$ cat config.mk
export PLATFORM = sky130hd
export DESIGN_NAME = pio_xunit
export DESIGN_NICKNAME = d
export VERILOG_FILES = /design/src/rtl/pio_pkg.sv /design/src/rtl/pio_decode.sv /design/src/rtl/pio_ptr_inc.sv /design/src/rtl/pio_ctrl.sv /design/src/rtl/pio_xunit.sv
export SDC_FILE = /design/constraint.sdc
export NUM_CORES = 1
export LEC_CHECK = 0
export BUFFER_PORTS_ARGS = -buffer_cell sky130_fd_sc_hd__clkbuf_2
export CAP_MARGIN = 10
export CORE_MARGIN = 4
export CORE_UTILIZATION = 40
export CTS_BUF_LIST = sky130_fd_sc_hd__clkbuf_8
export DETAILED_ROUTE_END_ITERATION = 7
export GPL_TIMING_DRIVEN = 0
export MAX_ROUTING_LAYER = met4
export PLACE_DENSITY_LB_ADDON = 0.2
export SYNTH_ARGS = -nofsm -noshare
export SYNTH_HDL_FRONTEND = slang
export SYNTH_SLANG_ARGS = --single-unit
$ cat constraint.sdc
create_clock -name clk -period 1.61 [get_ports clk]
set_clock_uncertainty 0.05 [all_clocks]
set_input_delay 0.322 -clock clk [delete_from_list [all_inputs] [get_ports clk]]
set_output_delay 0.322 -clock clk [all_outputs]
set_load 0.02 [all_outputs]
$ cat src/rtl/pio_pkg.sv
package pio_pkg;
  typedef enum logic [2:0] {
    ST_IDLE, ST_ORD, ST_OLAT, ST_OSTB, ST_PINC, ST_ISTB, ST_IWR, ST_ILL
  } pio_st_e;

  typedef enum logic [1:0] {
    K_ILL, K_OUT, K_IN, K_INC
  } pio_kind_e;
endpackage

$ cat src/rtl/pio_decode.sv
module pio_decode
  import pio_pkg::*;
#(
  parameter int unsigned OPW = 8,
  parameter int unsigned PW  = 3,
  parameter logic [OPW-PW-2:0] GRP = 'h6
) (
  input  logic [OPW-1:0] op,
  output pio_kind_e      kind
);
  localparam int unsigned GW = OPW - PW - 1;

  logic [GW-1:0] grp;
  logic          dir_in;
  logic [PW-1:0] port;

  assign grp    = op[OPW-1:PW+1];
  assign dir_in = op[PW];
  assign port   = op[PW-1:0];

  always_comb begin
    if (grp != GRP)        kind = K_ILL;
    else if (!dir_in)      kind = (port == '0) ? K_INC : K_OUT;
    else                   kind = (port == '0) ? K_ILL : K_IN;
  end
endmodule

$ cat src/rtl/pio_ptr_inc.sv
module pio_ptr_inc #(
  parameter int unsigned AW = 16
) (
  input  logic [AW-1:0] ptr,
  output logic [AW-1:0] ptr_nxt
);
  assign ptr_nxt = ptr + {{(AW-1){1'b0}}, 1'b1};
endmodule

$ cat src/rtl/pio_ctrl.sv
module pio_ctrl
  import pio_pkg::*;
#(
  parameter int unsigned DW = 8,
  parameter int unsigned PW = 3
) (
  input  logic          clk,
  input  logic          rst_n,
  input  logic          cmd_valid,
  output logic          cmd_ready,
  input  pio_kind_e     kind,
  input  logic [PW-1:0] port_in,
  output logic          done,
  output logic          illegal,
  output logic          mem_re,
  output logic          mem_we,
  output logic [DW-1:0] mem_wdata,
  input  logic [DW-1:0] mem_rdata,
  output logic [PW-1:0] io_sel,
  output logic [DW-1:0] io_dout,
  input  logic [DW-1:0] io_din,
  output logic          out_stb,
  output logic          in_stb,
  output logic          rx_we,
  output logic          d_we,
  output logic [DW-1:0] d_wdata
);
  pio_st_e       st;
  logic [PW-1:0] port_q;
  logic [DW-1:0] bus_q;
  logic [DW-1:0] in_q;

  always_ff @(posedge clk) begin
    if (!rst_n) begin
      st     <= ST_IDLE;
      port_q <= '0;
      bus_q  <= '0;
      in_q   <= '0;
    end else begin
      unique case (st)
        ST_IDLE: if (cmd_valid) begin
          port_q <= port_in;
          unique case (kind)
            K_OUT:   st <= ST_ORD;
            K_IN:    st <= ST_ISTB;
            K_INC:   st <= ST_PINC;
            default: st <= ST_ILL;
          endcase
        end
        ST_ORD:  st <= ST_OLAT;
        ST_OLAT: begin
          bus_q <= mem_rdata;
          st    <= ST_OSTB;
        end
        ST_ISTB: begin
          in_q <= io_din;
          st   <= ST_IWR;
        end
        default: st <= ST_IDLE;
      endcase
    end
  end

  assign cmd_ready = (st == ST_IDLE);
  assign mem_re    = (st == ST_ORD);
  assign out_stb   = (st == ST_OSTB);
  assign in_stb    = (st == ST_ISTB);
  assign mem_we    = (st == ST_IWR);
  assign d_we      = (st == ST_IWR);
  assign rx_we     = (st == ST_OSTB) || (st == ST_PINC);
  assign illegal   = (st == ST_ILL);
  assign done      = (st == ST_OSTB) || (st == ST_PINC) ||
                     (st == ST_IWR)  || (st == ST_ILL);
  assign io_dout   = bus_q;
  assign mem_wdata = in_q;
  assign d_wdata   = in_q;
  assign io_sel    = (st == ST_IDLE || st == ST_ILL) ? '0 : port_q;

  AST_ACCEPT_BUSY: assert property (@(posedge clk) disable iff (!rst_n)
    (cmd_valid && cmd_ready) |=> !cmd_ready);
  AST_STB_EXCL: assert property (@(posedge clk) disable iff (!rst_n)
    !(out_stb && in_stb));
  AST_OSTB_SINGLE: assert property (@(posedge clk) disable iff (!rst_n)
    out_stb |=> !out_stb);
  AST_READ_TO_STB: assert property (@(posedge clk) disable iff (!rst_n)
    mem_re |=> !out_stb && !mem_re);
  AST_OUT_ADVANCE: assert property (@(posedge clk) disable iff (!rst_n)
    out_stb |-> rx_we);
  AST_IN_WRITES: assert property (@(posedge clk) disable iff (!rst_n)
    in_stb |=> (mem_we && d_we));
  AST_IN_NO_PTR: assert property (@(posedge clk) disable iff (!rst_n)
    (in_stb || mem_we) |-> !rx_we);
  AST_SEL_IDLE: assert property (@(posedge clk) disable iff (!rst_n)
    cmd_ready |-> (io_sel == '0));
  AST_ILL_QUIET: assert property (@(posedge clk) disable iff (!rst_n)
    illegal |-> !(out_stb || in_stb || mem_re || mem_we || rx_we || d_we));
  AST_DONE_PULSE: assert property (@(posedge clk) disable iff (!rst_n)
    done |=> (!done && cmd_ready));
endmodule

$ cat src/rtl/pio_xunit.sv
module pio_xunit
  import pio_pkg::*;
#(
  parameter int unsigned DW  = 8,
  parameter int unsigned AW  = 16,
  parameter int unsigned OPW = 8,
  parameter int unsigned PW  = 3
) (
  input  logic           clk,
  input  logic           rst_n,
  input  logic           cmd_valid,
  output logic           cmd_ready,
  input  logic [OPW-1:0] cmd_op,
  output logic           done,
  output logic           illegal,
  output logic [AW-1:0]  mem_addr,
  output logic           mem_re,
  output logic           mem_we,
  output logic [DW-1:0]  mem_wdata,
  input  logic [DW-1:0]  mem_rdata,
  output logic [PW-1:0]  io_sel,
  output logic [DW-1:0]  io_dout,
  input  logic [DW-1:0]  io_din,
  output logic           out_stb,
  output logic           in_stb,
  input  logic [AW-1:0]  rx_val,
  output logic           rx_we,
  output logic [AW-1:0]  rx_next,
  output logic           d_we,
  output logic [DW-1:0]  d_wdata
);
  pio_kind_e kind;

  pio_decode #(.OPW(OPW), .PW(PW)) dec_i (
    .op   (cmd_op),
    .kind (kind)
  );

  pio_ptr_inc #(.AW(AW)) inc_i (
    .ptr     (rx_val),
    .ptr_nxt (rx_next)
  );

  pio_ctrl #(.DW(DW), .PW(PW)) ctrl_i (
    .clk       (clk),
    .rst_n     (rst_n),
    .cmd_valid (cmd_valid),
    .cmd_ready (cmd_ready),
    .kind      (kind),
    .port_in   (cmd_op[PW-1:0]),
    .done      (done),
    .illegal   (illegal),
    .mem_re    (mem_re),
    .mem_we    (mem_we),
    .mem_wdata (mem_wdata),
    .mem_rdata (mem_rdata),
    .io_sel    (io_sel),
    .io_dout   (io_dout),
    .io_din    (io_din),
    .out_stb   (out_stb),
    .in_stb    (in_stb),
    .rx_we     (rx_we),
    .d_we      (d_we),
    .d_wdata   (d_wdata)
  );

  assign mem_addr = rx_val;
endmodule

==> metrics.cfg <==
[outcome]
status=finished with violations
violations=setup timing

[finish]
nets=349
insertedDiodeCount=0
areaGrowthSynthToFinish_pct=91.96
regArea_um2=451.7
multi_input_area_um2=983.4
layout_commonest_cell=clkbuf_2
final_cell_area_um2=2808
final_cell_mix=clkbuf_2, buf_4, mux2i_1, nor2b_1, dfxtp_1
layout-drive-gt1-share_pct=66.01
fill_cells=202
post-route-util_pct=81.57

[pwr]
power.density_nw_per_um2=677.8
p_leak_uw=0.001444
worst_ir_drop_vdd_mv=0.6027

[clocking]
clockBufferDepth=2
cts.clk_slew.worst_paths_ns=0.07
cts.sinks=22
cts_buffers=3
h-tree-depth=1
cts_hold_buffers=0
cts_tree=yes
cts_root_buf=clkbuf_8
clk_latency_ns=0.25

[timing]
hold_viol_final=0
rsz0062_at_grt=true
tightest_slew_ns=0.4275
max_slew_margin_pct=70.76
min_period_over_period_pct=105.9
setup_violations=12
maxSlewViolCount=0
setup_slack_ns=-0.09467
min_period_ns=1.705
fmax_ghz=0.5866

[worst_setup_path]
end_kind=output pin
slowest_stage=nor4_4
crit_path_cell_trace=clkbuf_16 -> ha_4 -> nand2_2 -> nor4_4 -> xor2_1 -> buf_4
slowest_delay_ns=0.30
crit_path_start_kind=primary input
criticalPathCategory=primary input to output pin
cp.arrival_ns=1.33
crit_fanout=5
r2r_slack_ns=0.16
worstPathRequired_ns=1.24

[floorplan]
die_area_um2=4688
core_um2=3442
rows=21
die_w_um=68.47
pin_count=111
die-height_um=68.47
initial_core_util_pct=42.49

[drt]
viasPerCell=4.994
drc=0
routedWlPerCell_um=17.15
dr.pass1.iters=4
final_antenna_net_count=0
wirelength_um=5984
dr.first_iter.drc_count=77
vias=1743

[grt]
antenna_found_initial=0
grt_remaining_overflow=0
grt_pass1_wl_um=7866
grtUsageTotal_pct=22.84
grt_pass1_vias=1634
grt_max_degree=12

[synth]
syn_nets=210
yosys_warnings=0
synth-async-reset-ratio_pct=0
synthSimpleGateAreaFrac_pct=26.09
synth-seq-cells=22
ys_seq_area_share_pct=30.11
synthAdderAreaFrac_pct=0.8554
avgSynthCellArea_um2=8.811
synth_compound_area_share_pct=4.619
yosysUniqueCellTypes=31
synth_flop_cell=dfxtp_1
synth_top_family_by_area=simple AND/OR/NAND/NOR gates
syn_area_um2=1463
synth_edf_count=0
synthXorXnorAreaFrac_pct=8.383
synth_mux_area_share_pct=13.00
synth_cells=166

[job]
drv_cap=0

[place]
dp_hpwl_um=3204
gp_congestion=0.7212
placed_area_um2=2079
numPortBuffers=110

[worst_hold_path]
hold_class=primary input to register

Yosys cell counts, drive strengths merged (2+ instances only):
cell / number / area (um2)
and2: 3 / 18.77
and3: 2 / 12.51
buf: 30 / 217.7
clkbuf: 2 / 7.510
dfxtp: 22 / 440.4
inv: 6 / 22.52
mux2i: 19 / 190.2
nand2: 6 / 22.52
nand3: 6 / 30.03
nand4: 3 / 33.78
nor2: 9 / 33.78
nor2b: 19 / 118.9
nor3: 6 / 30.03
nor4: 5 / 31.28
o211ai: 2 / 15.01
xnor2: 3 / 26.28
xor2: 11 / 96.34
state kept, by name, summed over array words and instances, names as in the netlist:
register,cells
ctrl_i.st,3
ctrl_i.d_wdata,8
ctrl_i.io_dout,8
ctrl_i.port_q,3
worst max-delay path: cells and delay by family:
| kind | cells | cell delay (ns) |
|---|---|---|
| AND/OR/NAND/NOR | 2 | 0.38 |
| buffers and inverters | 2 | 0.29 |
| adder cells (fa/ha/maj) | 1 | 0.17 |
| XOR/XNOR | 1 | 0.18 |
final cells by class:
type                    count  area share [%]
repair buffers            136           36.72
multi-input cells         107           35.03
flip-flops and latches     22           16.09
plain buffers              29           7.754
well taps                  46           2.050
clock buffers               3           1.471
inverters                   6          0.8913
routing by layer:
layer	vias to the layer above	global-route usage [%]	share of wire, %
li1	818	-	-
met4	0	6.203	3.4
met5	-	-	0
met2	93	41.72	52
met3	18	6.076	9.3
met1	814	23.91	36
through the flow:
stage,instances,TNS (ns),total power (uW),hold slack [ns],worst slack (ns)
floorplan,166,-0.6958,1058,0.4237,-0.1766
global placement,322,-1.084,1278,0.4461,-0.2184
detailed placement,322,-1.238,1284,0.4510,-0.2466
CTS,345,-0.5032,1827,0.2680,-0.1152
global route,349,-1.364,2007,0.2837,-0.1454
finish,349,-0.6353,1903,0.2711,-0.09467
power by group:
group	switching, uW	internal (uW)
Combinational	469	460
Clock	162	166
Sequential	50.3	595
worst paths after layout:
| kind | from | to | cells past startpoint |
|---|---|---|---|
| max | rx_val[0] | rx_next[14] | 6 |
| min | io_din[6] | ctrl_i.d_wdata[6] | 3 |
| min reg2reg | ctrl_i.io_dout[3] | ctrl_i.io_dout[3] | 2 |
| max reg2reg | ctrl_i.st[0] | ctrl_i.io_dout[1] | 5 |
kinds of logic (layout without fill, tap and decap cells):
logic type / count (synthesis) / count (layout)
adder cells (fa/ha/maj): 1 / 1
XOR/XNOR: 14 / 14
AND/OR/NAND/NOR: 63 / 64
multiplexers: 19 / 19
AO/OA/AOI/OAI: 9 / 9
flip-flops: 22 / 22
buffers and inverters: 38 / 174
what timing repair did:
item | 4_1_cts | 5_1_grt
setup buffers | 20 | 6
gates cloned | 1 | 0
gates resized for setup | 82 | 50
endpoints found under the setup margin | 22 | 20
pin swaps | 20 | 19
Note: power is estimated with default switching activity, not from simulation.
